===== config.mk =====
export PLATFORM = sky130hd
export DESIGN_NAME = irqc_top
export DESIGN_NICKNAME = d
export VERILOG_FILES = /design/src/rtl/irqc_pkg.sv /design/src/rtl/irqc_ref_sync.sv /design/src/rtl/irqc_timer.sv /design/src/rtl/irqc_req_bank.sv /design/src/rtl/irqc_top.sv
export SDC_FILE = /design/constraint.sdc
export NUM_CORES = 1
export LEC_CHECK = 0
export BUFFER_PORTS_ARGS = -buffer_cell sky130_fd_sc_hd__buf_4
export CORE_MARGIN = 1
export CORE_UTILIZATION = 60
export CTS_CLUSTER_SIZE = 20
export DETAILED_ROUTE_END_ITERATION = 6
export GPL_ROUTABILITY_DRIVEN = 0
export PLACE_DENSITY_LB_ADDON = 0.15
export SLEW_MARGIN = 10
export SYNTH_ARGS = -nofsm -noshare
export SYNTH_HDL_FRONTEND = slang
export SYNTH_SLANG_ARGS = --single-unit

===== constraint.sdc =====
create_clock -name clk_i -period 3.9 [get_ports clk_i]
set_clock_uncertainty 0.15 [all_clocks]
set_input_delay 0.39 -clock clk_i [delete_from_list [all_inputs] [get_ports clk_i]]
set_output_delay 0.39 -clock clk_i [all_outputs]
set_load 0.005 [all_outputs]

===== src/rtl/irqc_pkg.sv =====
`timescale 1ns/1ps
package irqc_pkg;
   // request bit positions decoded by the processor's service routine
   localparam int unsigned BIT_TIMER = 0;
   localparam int unsigned BIT_XMIT  = 1;
   localparam int unsigned BIT_CONV  = 2;

   // register selection
   typedef enum logic [2:0] {
      REG_PEND   = 3'd0,
      REG_ENABLE = 3'd1,
      REG_CLEAR  = 3'd2,
      REG_RAISE  = 3'd3,
      REG_PERIOD = 3'd4
   } reg_sel_e;
endpackage


===== src/rtl/irqc_ref_sync.sv =====
`timescale 1ns/1ps
module irqc_ref_sync #(
   parameter int unsigned STAGES = 2
) (
   input  logic clk_i,
   input  logic rst_ni,
   input  logic ref_clk_i,
   output logic tick_o
);
   localparam int unsigned CHAIN = STAGES + 1;

   logic [CHAIN-1:0] chain_q;

   generate
      if (STAGES < 2) begin : g_bad_stages
         initial $fatal(1, "irqc_ref_sync: STAGES must be at least 2");
      end
      for (genvar s = 0; s < CHAIN; s++) begin : g_stage
         if (s == 0) begin : g_first
            always_ff @(posedge clk_i) begin
               if (!rst_ni) chain_q[s] <= 1'b0;
               else         chain_q[s] <= ref_clk_i;
            end
         end else begin : g_next
            always_ff @(posedge clk_i) begin
               if (!rst_ni) chain_q[s] <= 1'b0;
               else         chain_q[s] <= chain_q[s-1];
            end
         end
      end
   endgenerate

   // rising edge of the synchronized reference
   assign tick_o = chain_q[CHAIN-2] & ~chain_q[CHAIN-1];
endmodule


===== src/rtl/irqc_timer.sv =====
`timescale 1ns/1ps
module irqc_timer #(
   parameter int unsigned CNT_W = 8
) (
   input  logic             clk_i,
   input  logic             rst_ni,
   input  logic             tick_i,
   input  logic             load_i,
   input  logic [CNT_W-1:0] load_val_i,
   input  logic [CNT_W-1:0] period_i,
   output logic             fire_o
);
   localparam logic [CNT_W-1:0] ONE = CNT_W'(1);

   logic [CNT_W-1:0] count_q;
   logic             running;
   logic             expire;

   generate
      if (CNT_W < 1 || CNT_W > 16) begin : g_bad_width
         initial $fatal(1, "irqc_timer: CNT_W out of range");
      end
   endgenerate

   assign running = (period_i != '0);
   assign expire  = tick_i && running && (count_q <= ONE);
   assign fire_o  = expire;

   always_ff @(posedge clk_i) begin
      if (!rst_ni) begin
         count_q <= '0;
      end else if (load_i) begin
         count_q <= load_val_i;
      end else if (tick_i) begin
         if (!running)    count_q <= '0;
         else if (expire) count_q <= period_i;
         else             count_q <= count_q - ONE;
      end
   end

   // count moves only on a tick or a load
   a_r8_count_hold : assert property (@(posedge clk_i) disable iff (!rst_ni)
      (!tick_i && !load_i) |=> $stable(count_q));
   // a stopped timer with an empty count stays empty
   a_r9_stopped_idle : assert property (@(posedge clk_i) disable iff (!rst_ni)
      (!load_i && period_i == '0 && count_q == '0) |=> (count_q == '0));
endmodule


===== src/rtl/irqc_req_bank.sv =====
`timescale 1ns/1ps
module irqc_req_bank #(
   parameter int unsigned         N_REQ    = 8,
   parameter logic [N_REQ-1:0]    IMPL_MSK = 8'hE7
) (
   input  logic             clk_i,
   input  logic             rst_ni,
   input  logic [N_REQ-1:0] hw_evt_i,
   input  logic             clr_stb_i,
   input  logic             set_stb_i,
   input  logic [N_REQ-1:0] data_i,
   output logic [N_REQ-1:0] req_o
);
   logic [N_REQ-1:0] req_q;

   generate
      if (N_REQ < 1 || N_REQ > 32) begin : g_bad_n
         initial $fatal(1, "irqc_req_bank: N_REQ out of range");
      end
      for (genvar k = 0; k < N_REQ; k++) begin : g_bit
         if (IMPL_MSK[k]) begin : g_live
            always_ff @(posedge clk_i) begin
               if (!rst_ni)
                  req_q[k] <= 1'b0;
               else if (hw_evt_i[k] || (set_stb_i && data_i[k]))
                  req_q[k] <= 1'b1;   // events take priority over clears
               else if (clr_stb_i && data_i[k])
                  req_q[k] <= 1'b0;
            end
         end else begin : g_tied
            assign req_q[k] = 1'b0;
         end
      end
   endgenerate

   assign req_o = req_q;

   // an implemented event always leaves its flag set
   a_r7_event_wins : assert property (@(posedge clk_i) disable iff (!rst_ni)
      (|(hw_evt_i & IMPL_MSK)) |=>
      ((req_o & $past(hw_evt_i & IMPL_MSK)) == $past(hw_evt_i & IMPL_MSK)));
   // a clear empties every named flag not hit by an event
   a_r4_clear_named : assert property (@(posedge clk_i) disable iff (!rst_ni)
      (clr_stb_i && !set_stb_i) |=> ((req_o & $past(data_i) & ~$past(hw_evt_i)) == '0));
   // flags hold without event, set or clear
   a_r4_hold : assert property (@(posedge clk_i) disable iff (!rst_ni)
      (!clr_stb_i && !set_stb_i && hw_evt_i == '0) |=> $stable(req_o));
endmodule


===== src/rtl/irqc_top.sv =====
`timescale 1ns/1ps
module irqc_top #(
   parameter int unsigned      DATA_W      = 8,
   parameter int unsigned      ADDR_W      = 3,
   parameter int unsigned      PER_W       = 8,
   parameter int unsigned      SYNC_STAGES = 2,
   parameter logic [DATA_W-1:0] IMPL_MSK   = 8'hE7
) (
   input  logic              clk_i,
   input  logic              rst_ni,
   input  logic              ref_clk_i,
   input  logic              wr_en_i,
   input  logic              rd_en_i,
   input  logic [ADDR_W-1:0] addr_i,
   input  logic [DATA_W-1:0] wr_data_i,
   output logic [DATA_W-1:0] rd_data_o,
   input  logic              xmit_done_i,
   input  logic              conv_done_i,
   output logic              irq_o
);
   import irqc_pkg::*;

   localparam int unsigned PAD_W = DATA_W - PER_W;

   logic              tick;
   logic              fire;
   logic [DATA_W-1:0] hw_evt;
   logic [DATA_W-1:0] req;
   logic [DATA_W-1:0] enable_q;
   logic [PER_W-1:0]  period_q;
   logic [DATA_W-1:0] period_rd;
   logic [DATA_W-1:0] rd_mux;
   logic              sel_en, sel_clr, sel_set, sel_per;
   logic              clr_stb, set_stb, en_stb, per_stb;

   generate
      if (DATA_W < 3) begin : g_bad_data
         initial $fatal(1, "irqc_top: DATA_W must hold the three event bits");
      end
      if (PER_W > DATA_W) begin : g_bad_per
         initial $fatal(1, "irqc_top: PER_W must fit in one data word");
      end
      if (ADDR_W < 3) begin : g_bad_addr
         initial $fatal(1, "irqc_top: ADDR_W must be at least 3");
      end
      if (PAD_W > 0) begin : g_per_pad
         assign period_rd = {{PAD_W{1'b0}}, period_q};
      end else begin : g_per_full
         assign period_rd = period_q;
      end
   endgenerate

   // address decode
   assign sel_en  = (addr_i == ADDR_W'(REG_ENABLE));
   assign sel_clr = (addr_i == ADDR_W'(REG_CLEAR));
   assign sel_set = (addr_i == ADDR_W'(REG_RAISE));
   assign sel_per = (addr_i == ADDR_W'(REG_PERIOD));
   assign en_stb  = wr_en_i && sel_en;
   assign clr_stb = wr_en_i && sel_clr;
   assign set_stb = wr_en_i && sel_set;
   assign per_stb = wr_en_i && sel_per;

   irqc_ref_sync #(.STAGES(SYNC_STAGES)) u_sync (
      .clk_i     (clk_i),
      .rst_ni    (rst_ni),
      .ref_clk_i (ref_clk_i),
      .tick_o    (tick)
   );

   irqc_timer #(.CNT_W(PER_W)) u_timer (
      .clk_i      (clk_i),
      .rst_ni     (rst_ni),
      .tick_i     (tick),
      .load_i     (per_stb),
      .load_val_i (wr_data_i[PER_W-1:0]),
      .period_i   (period_q),
      .fire_o     (fire)
   );

   always_comb begin
      hw_evt           = '0;
      hw_evt[BIT_TIMER] = fire;
      hw_evt[BIT_XMIT]  = xmit_done_i;
      hw_evt[BIT_CONV]  = conv_done_i;
   end

   irqc_req_bank #(.N_REQ(DATA_W), .IMPL_MSK(IMPL_MSK)) u_bank (
      .clk_i     (clk_i),
      .rst_ni    (rst_ni),
      .hw_evt_i  (hw_evt),
      .clr_stb_i (clr_stb),
      .set_stb_i (set_stb),
      .data_i    (wr_data_i),
      .req_o     (req)
   );

   always_ff @(posedge clk_i) begin
      if (!rst_ni) begin
         enable_q <= '0;
         period_q <= '0;
      end else begin
         if (en_stb)  enable_q <= wr_data_i;
         if (per_stb) period_q <= wr_data_i[PER_W-1:0];
      end
   end

   always_comb begin
      unique case (addr_i)
         ADDR_W'(REG_PEND):   rd_mux = req;
         ADDR_W'(REG_ENABLE): rd_mux = enable_q;
         ADDR_W'(REG_PERIOD): rd_mux = period_rd;
         default:             rd_mux = '0;
      endcase
   end

   always_ff @(posedge clk_i) begin
      if (!rst_ni)      rd_data_o <= '0;
      else if (rd_en_i) rd_data_o <= rd_mux;
   end

   assign irq_o = |(req & enable_q);

   // the line cannot drop unless software clears or disables
   a_r10_irq_holds : assert property (@(posedge clk_i) disable iff (!rst_ni)
      (irq_o && !clr_stb && !en_stb) |=> irq_o);
   // the line is low in the first cycle after reset
   a_r1_reset_quiet : assert property (@(posedge clk_i)
      !rst_ni |=> !irq_o);
endmodule


======== Word level (Yosys, flattened, before mapping) ========
Index checks and enable logic that the tools add are counted.
W data, S select, Z words.
operators by class
  add/subtract/negate cells ............... 1
  multiply operators ...................... 0
  div/mod/pow operators ................... 0
  magnitude comparators ................... 1
  equality and inequality tests ........... 4
  shift-type cells ........................ 0
  multiplexer cells ....................... 17
  bitwise logic cells ..................... 3
  reduce and logical (&&, ||, !) cells .... 31
operator list
  cell                   count
  $mux W8                4
  $pmux W8 S3            1
  $logic_and A1 B1 Y1    18
  $reduce_bool A2 Y1     7
  $mux W1                12
  $and A8 B8 Y8          1
  $le A8 B1 Y1 const B   1
  $reduce_bool A8 Y1     1
  $reduce_or A8 Y1       1
  $sub A8 B1 Y8 const B  1
  $eq A3 B2 Y1 const B   2
  $eq A3 B1 Y1 const B   1
  $eq A3 B3 Y1 const B   1
  $logic_not A3 Y1       1
  $logic_or A1 B1 Y1     3
  $and A1 B1 Y1          1
  $not A1 Y1             1
storage, ports and cells
  flip-flop bits (word level) ............. 41
  latch bits .............................. 0
  bits in writable memories ............... 0
  ROM bits ................................ 0
  input port bits ......................... 18
  output and inout bits ................... 9
  logic and storage cells ................. 70
  memories ................................ 0

======== Depth between registers and ports, before layout ========
  depth in word-level cells ............... 8
  depth in mapped cells ................... 7

======== Cells and area by module ========
From an unflattened synthesis, not the netlist that was laid out.
unflattened totals
  cell total of the unflattened synthesis .. 238
  area total of the unflattened synthesis .. 2289.7 um^2
by module, submodules not included
  module         instances  cells an instance  area an instance (um^2)  sequential area each (um^2)
  irqc_top       1          128                1268.7                   480.5
  irqc_timer     1          76                 631.9                    160.2
  irqc_req_bank  1          27                 296.5                    120.1
  irqc_ref_sync  1          7                  92.6                     60.1

======== Worst setup path after synthesis ========
No wires, ideal clock.
  kind .................................... register -> register
  from .................................... register u_timer.count_q[2]
  to ...................................... register u_timer.count_q[0]
  setup time .............................. 124 ps
  arrival time ............................ 1494 ps
  required time ........................... 3626 ps
  setup slack ............................. 2133 ps
  cell stages (with the launch flop) ...... 7
  cell sequence ........................... dfxtp_1 -> nor4_4 -> o2111ai_4 -> or2_1 -> buf_6 -> o211ai_1 -> a31oi_1
between the ends
  cells in the longest elaborated chain, start to end .. 6
RTL lines
  item                      line              text
  start: declaration        irqc_timer.sv:15  logic [CNT_W-1:0] count_q;
  start signal: assignment  irqc_timer.sv:33  count_q <= load_val_i;
  start signal: assignment  irqc_timer.sv:36  else if (expire) count_q <= period_i;
  start signal: assignment  irqc_timer.sv:37  else count_q <= count_q - ONE;
  $le A8 B1 Y1              irqc_timer.sv:26  assign expire = tick_i && running && (count_q <= ONE);
  $logic_and A1 B1 Y1       irqc_timer.sv:26
  $mux W8                   irqc_timer.sv:36
  $mux W8                   irqc_timer.sv:35  if (!running) count_q <= '0;
  $mux W8                   irqc_timer.sv:34  end else if (tick_i) begin
  $mux W8                   irqc_timer.sv:32  end else if (load_i) begin
Every way passes these cells. The select of a mux whose other input is x is not followed.
A chain may end at the register's enable or synchronous reset.

======== Worst setup path in the final report ========
  from .................................... register u_timer.count_q[2]
  to ...................................... register u_timer.count_q[2]
between the ends
  cells in the longest elaborated chain, start to end .. 6
  elaborated cells on any way between the ends .. 7
  classes of those cells .................. 1 x add/sub; 1 x order compare; 4 x mux; 1 x reduce/logical
RTL lines
  item                 line
  $le A8 B1 Y1         irqc_timer.sv:26
  $logic_and A1 B1 Y1  irqc_timer.sv:26
  $mux W8 *            irqc_timer.sv:36
  $mux W8 *            irqc_timer.sv:35
  $mux W8 *            irqc_timer.sv:34
  $mux W8 *            irqc_timer.sv:32
Every way passes the cells marked *; elsewhere a longest branch is shown, timed or not. The select of a mux whose other input is x is not followed.

==> key figures <==
Worst setup path
  – WP depth: 5
  – Reg2reg start: u_timer.count_q[2]
  – CP Data Arrival Time: just over 2 ns
  – Worst R2R Path Depth: 5
  – R2R Setup Slk: between 1.5 and 2 ns
  – Worst setup startpoint: u_timer.count_q[2]
  – CP max FO: 9
  – Slowest stage delay, CP: approximately 0.40 ns
  – Crit path buf inv count: 0
  – Worst reg2reg endpoint: u_timer.count_q[2]
  – CP max-delay cell: dfxtp_1
  – CP delay by family, top: simple AND/OR/NAND/NOR gates
  – Crit-path cells: nor4_4 > o2111ai_4 > or2_1 > o21ai_0 > o22ai_1
  – Worst setup EP type: flop
  – Required time of the critical path: 3.96 ns
  – Critical path class: flop to flop
  – Worst Setup EP: u_timer.count_q[2]
  – Startpoint types: flop

Cells and area
  – P&R area growth vs syn: 12.5%
  – # nets final: 287
  – # diodes: 0
  – Commonest non-fill, non-tap cell in the layout: nand2_1
  – # fillers: about 270
  – Most frequent cells in the layout: nand2_1, dfxtp_1, a21oi_1, buf_4, nor2_1
  – Share of cells above drive strength 1: approximately 14%

Power and ir drop
  – Peak VDD IR: 0.220 mV
  – Pwr Density: about 340 nW/µm²
  – Tot Pwr: 0.757 mW
  – Leakage: approximately 0.81 nW

Route
  – Via-to-Cell Ratio: slightly below 6
  – Initial DRC Count: around 110
  – DRT Wirelength: approximately 4.4 mm
  – Drt drc: 0
  – DRT Pass-1 Iters: 4
  – Antenna Violating Nets Remaining: 0
  – Vias: 1,801
  – Wire per inst: around 14 µm

Logic synthesis
  – Ys flop type: dfxtp_1
  – Yosys cell types: 40
  – Top cells by area, synth: dfxtp_1, nand2_1, a21oi_1
  – Share of the synthesized area in the top cell type: about two fifths
  – Sequential-to-total area share from yosys stat: 41.5%
  – Mapped Area: just under 2000 µm²
  – EDFF count, synth: 0
  – Synthesized Nets: around 270
  – Async SR Flop Fraction: 0%
  – Seq cells post-synth: 41
  – Syn_area_per_cell: between 8 and 9 µm²
  – Area leader, netlist: dfxtp_1
  – Syn Inst Count: 246
  – Yosys warnings: 0

STA
  – Max Clk Rate: about 0.50 GHz
  – Final Slew Violations: 0
  – Worst Tran Pin Value: a little over 0.9 ns
  – Final setup violation count: 0
  – Slew headroom: about two fifths
  – Final hold violations: 0
  – Unrepaired setup endpoints after global routing: no
  – Period utilisation layout: between 50% and 60%
  – Post-Route Setup TNS: 0 ns
  – Post-layout min period: between 1.5 and 2 ns

Clock tree
  – CTS resizes: 0
  – Latest clock arrival within the worst-skew pair: around 0.35 ns
  – Clk sinks: slightly above 40
  – Clock slew at reported path FFs: 0.11 ns
  – CTS tree: yes
  – Setup bufs post-CTS: 0
  – Max Buffers Root-to-Sink: 2
  – CTS root buf: clkbuf_4
  – Hold buffer count at cts: 0
  – # H-tree levels: 2
  – TritonCTS Buffers: 5

Flow run
  – MaxCap Viol Count: 0

GRT
  – Vias in the first global route: roughly 1,600
  – GR Overflow Total: 0
  – Initial antenna violation count: 0
  – Largest net degree at the start of global routing: 36
  – First-pass GRT wire length: 7.33 mm
  – GRT Util Overall: 28.0%

Die
  – # rows: 20
  – Core Region: 3100 µm²
  – Die Height: 59.4 µm
  – Die ar.: approximately 3500 µm²
  – Starting density of the core: between 60% and 70%
  – Number of top-level pins: 27
  – Die W: 59.4 µm

Hold path
  – Min-Delay Path Depth: 3
  – Worst hold path type: primary input to flop

Outcome
  – Status: finished, final reports clean

Placed design
  – Number of port buffers: 26
  – Dpl hpwl: roughly 3.2 mm
-- where the power goes --
part	leakage [nW]	internal, mW	switching (mW)
Clock	0.0314	0.0852	0.130
Sequential	0.333	0.430	0.0105
Combinational	0.445	0.0440	0.0568
Total	0.809	0.559	0.198
-- area by class of cell --
type                       count  area (µm²)  share of cell area, %
timing repair buffer          26         195                   8.77
inverter                       6        22.5                   1.01
tap                           44        55.1                   2.47
multi-input combinational    187        1080                   48.4
clock buffer                   7        55.1                   2.47
sequential                    41         821                   36.9
-- cell usage after synthesis (2+ instances only) --
cell type	number
a21boi_0	4
a21oi_1	27
a22oi_1	5
a311oi_1	2
a31oi_1	5
and2_1	7
buf_2	2
clkbuf_1	7
dfxtp_1	41
ha_1	2
inv_1	5
mux2i_1	7
nand2_1	59
nand3_1	4
nor2_1	12
nor2b_1	10
nor3_1	3
nor3b_1	2
o211ai_1	5
o21ai_0	10
o22ai_1	3
or4_1	2
xnor2_1	5
-- routing by layer --
layer	share of wire, %	vias up	GRT usage, %
li1	-	898	-
met1	48	837	38.0
met2	45	62	42.7
met3	6.1	4	6.55
met4	0.84	0	11.2
met5	0	-	0
-- sequential cells by signal, summed over array words and instances (netlist names) --
| name | cells |
|---|---|
| enable_q | 8 |
| period_q | 8 |
| u_timer.count_q | 8 |
| rd_data_o | 8 |
| u_sync.chain_q | 3 |
| u_bank.req_o | 6 |
-- logic make-up (layout without fill, tap and decap cells) --
group,after synthesis,count (layout),synth area share (%)
AOI/OAI and AO/OA,66,66,21.1
buffers and inverters,18,39,4.11
DFF,41,41,41.5
and+or+nand+nor,107,107,26.3
adders and majority gates,2,2,1.26
muxes,7,7,3.54
xor gates and xnor gates,5,5,2.21
-- stage by stage --
step	util (%)	setup WS [ns]	cell area [µm²]	hold WS, ns	instances
final	71.7	1.91	2230	0.0953	311
after global routing	71.7	1.80	2230	0.0933	311
after CTS	71.7	1.94	2230	0.0957	311
after detailed placement	70.0	1.78	2170	0.278	304
after global placement	70.0	1.86	2170	0.277	304
after floorplan	-	2.13	1980	0.262	246
-- worst min-delay path: stages --
cell      delay [ns]
buf_4           0.07
a311oi_1        0.03
nor2_1          0.07
-- worst min path at each step --
stage / start / end / slack [ns]
finish: xmit_done_i / u_bank.req_o[1] / 0.1
CTS: xmit_done_i / u_bank.req_o[1] / 0.1
detailed placement: u_sync.chain_q[0] / u_sync.chain_q[1] / 0.28
global placement: u_sync.chain_q[0] / u_sync.chain_q[1] / 0.28
global route: ref_clk_i / u_sync.chain_q[0] / 0.09
floorplan: u_sync.chain_q[0] / u_sync.chain_q[1] / 0.26
No activity file was read; power rests on OpenSTA's default activity.
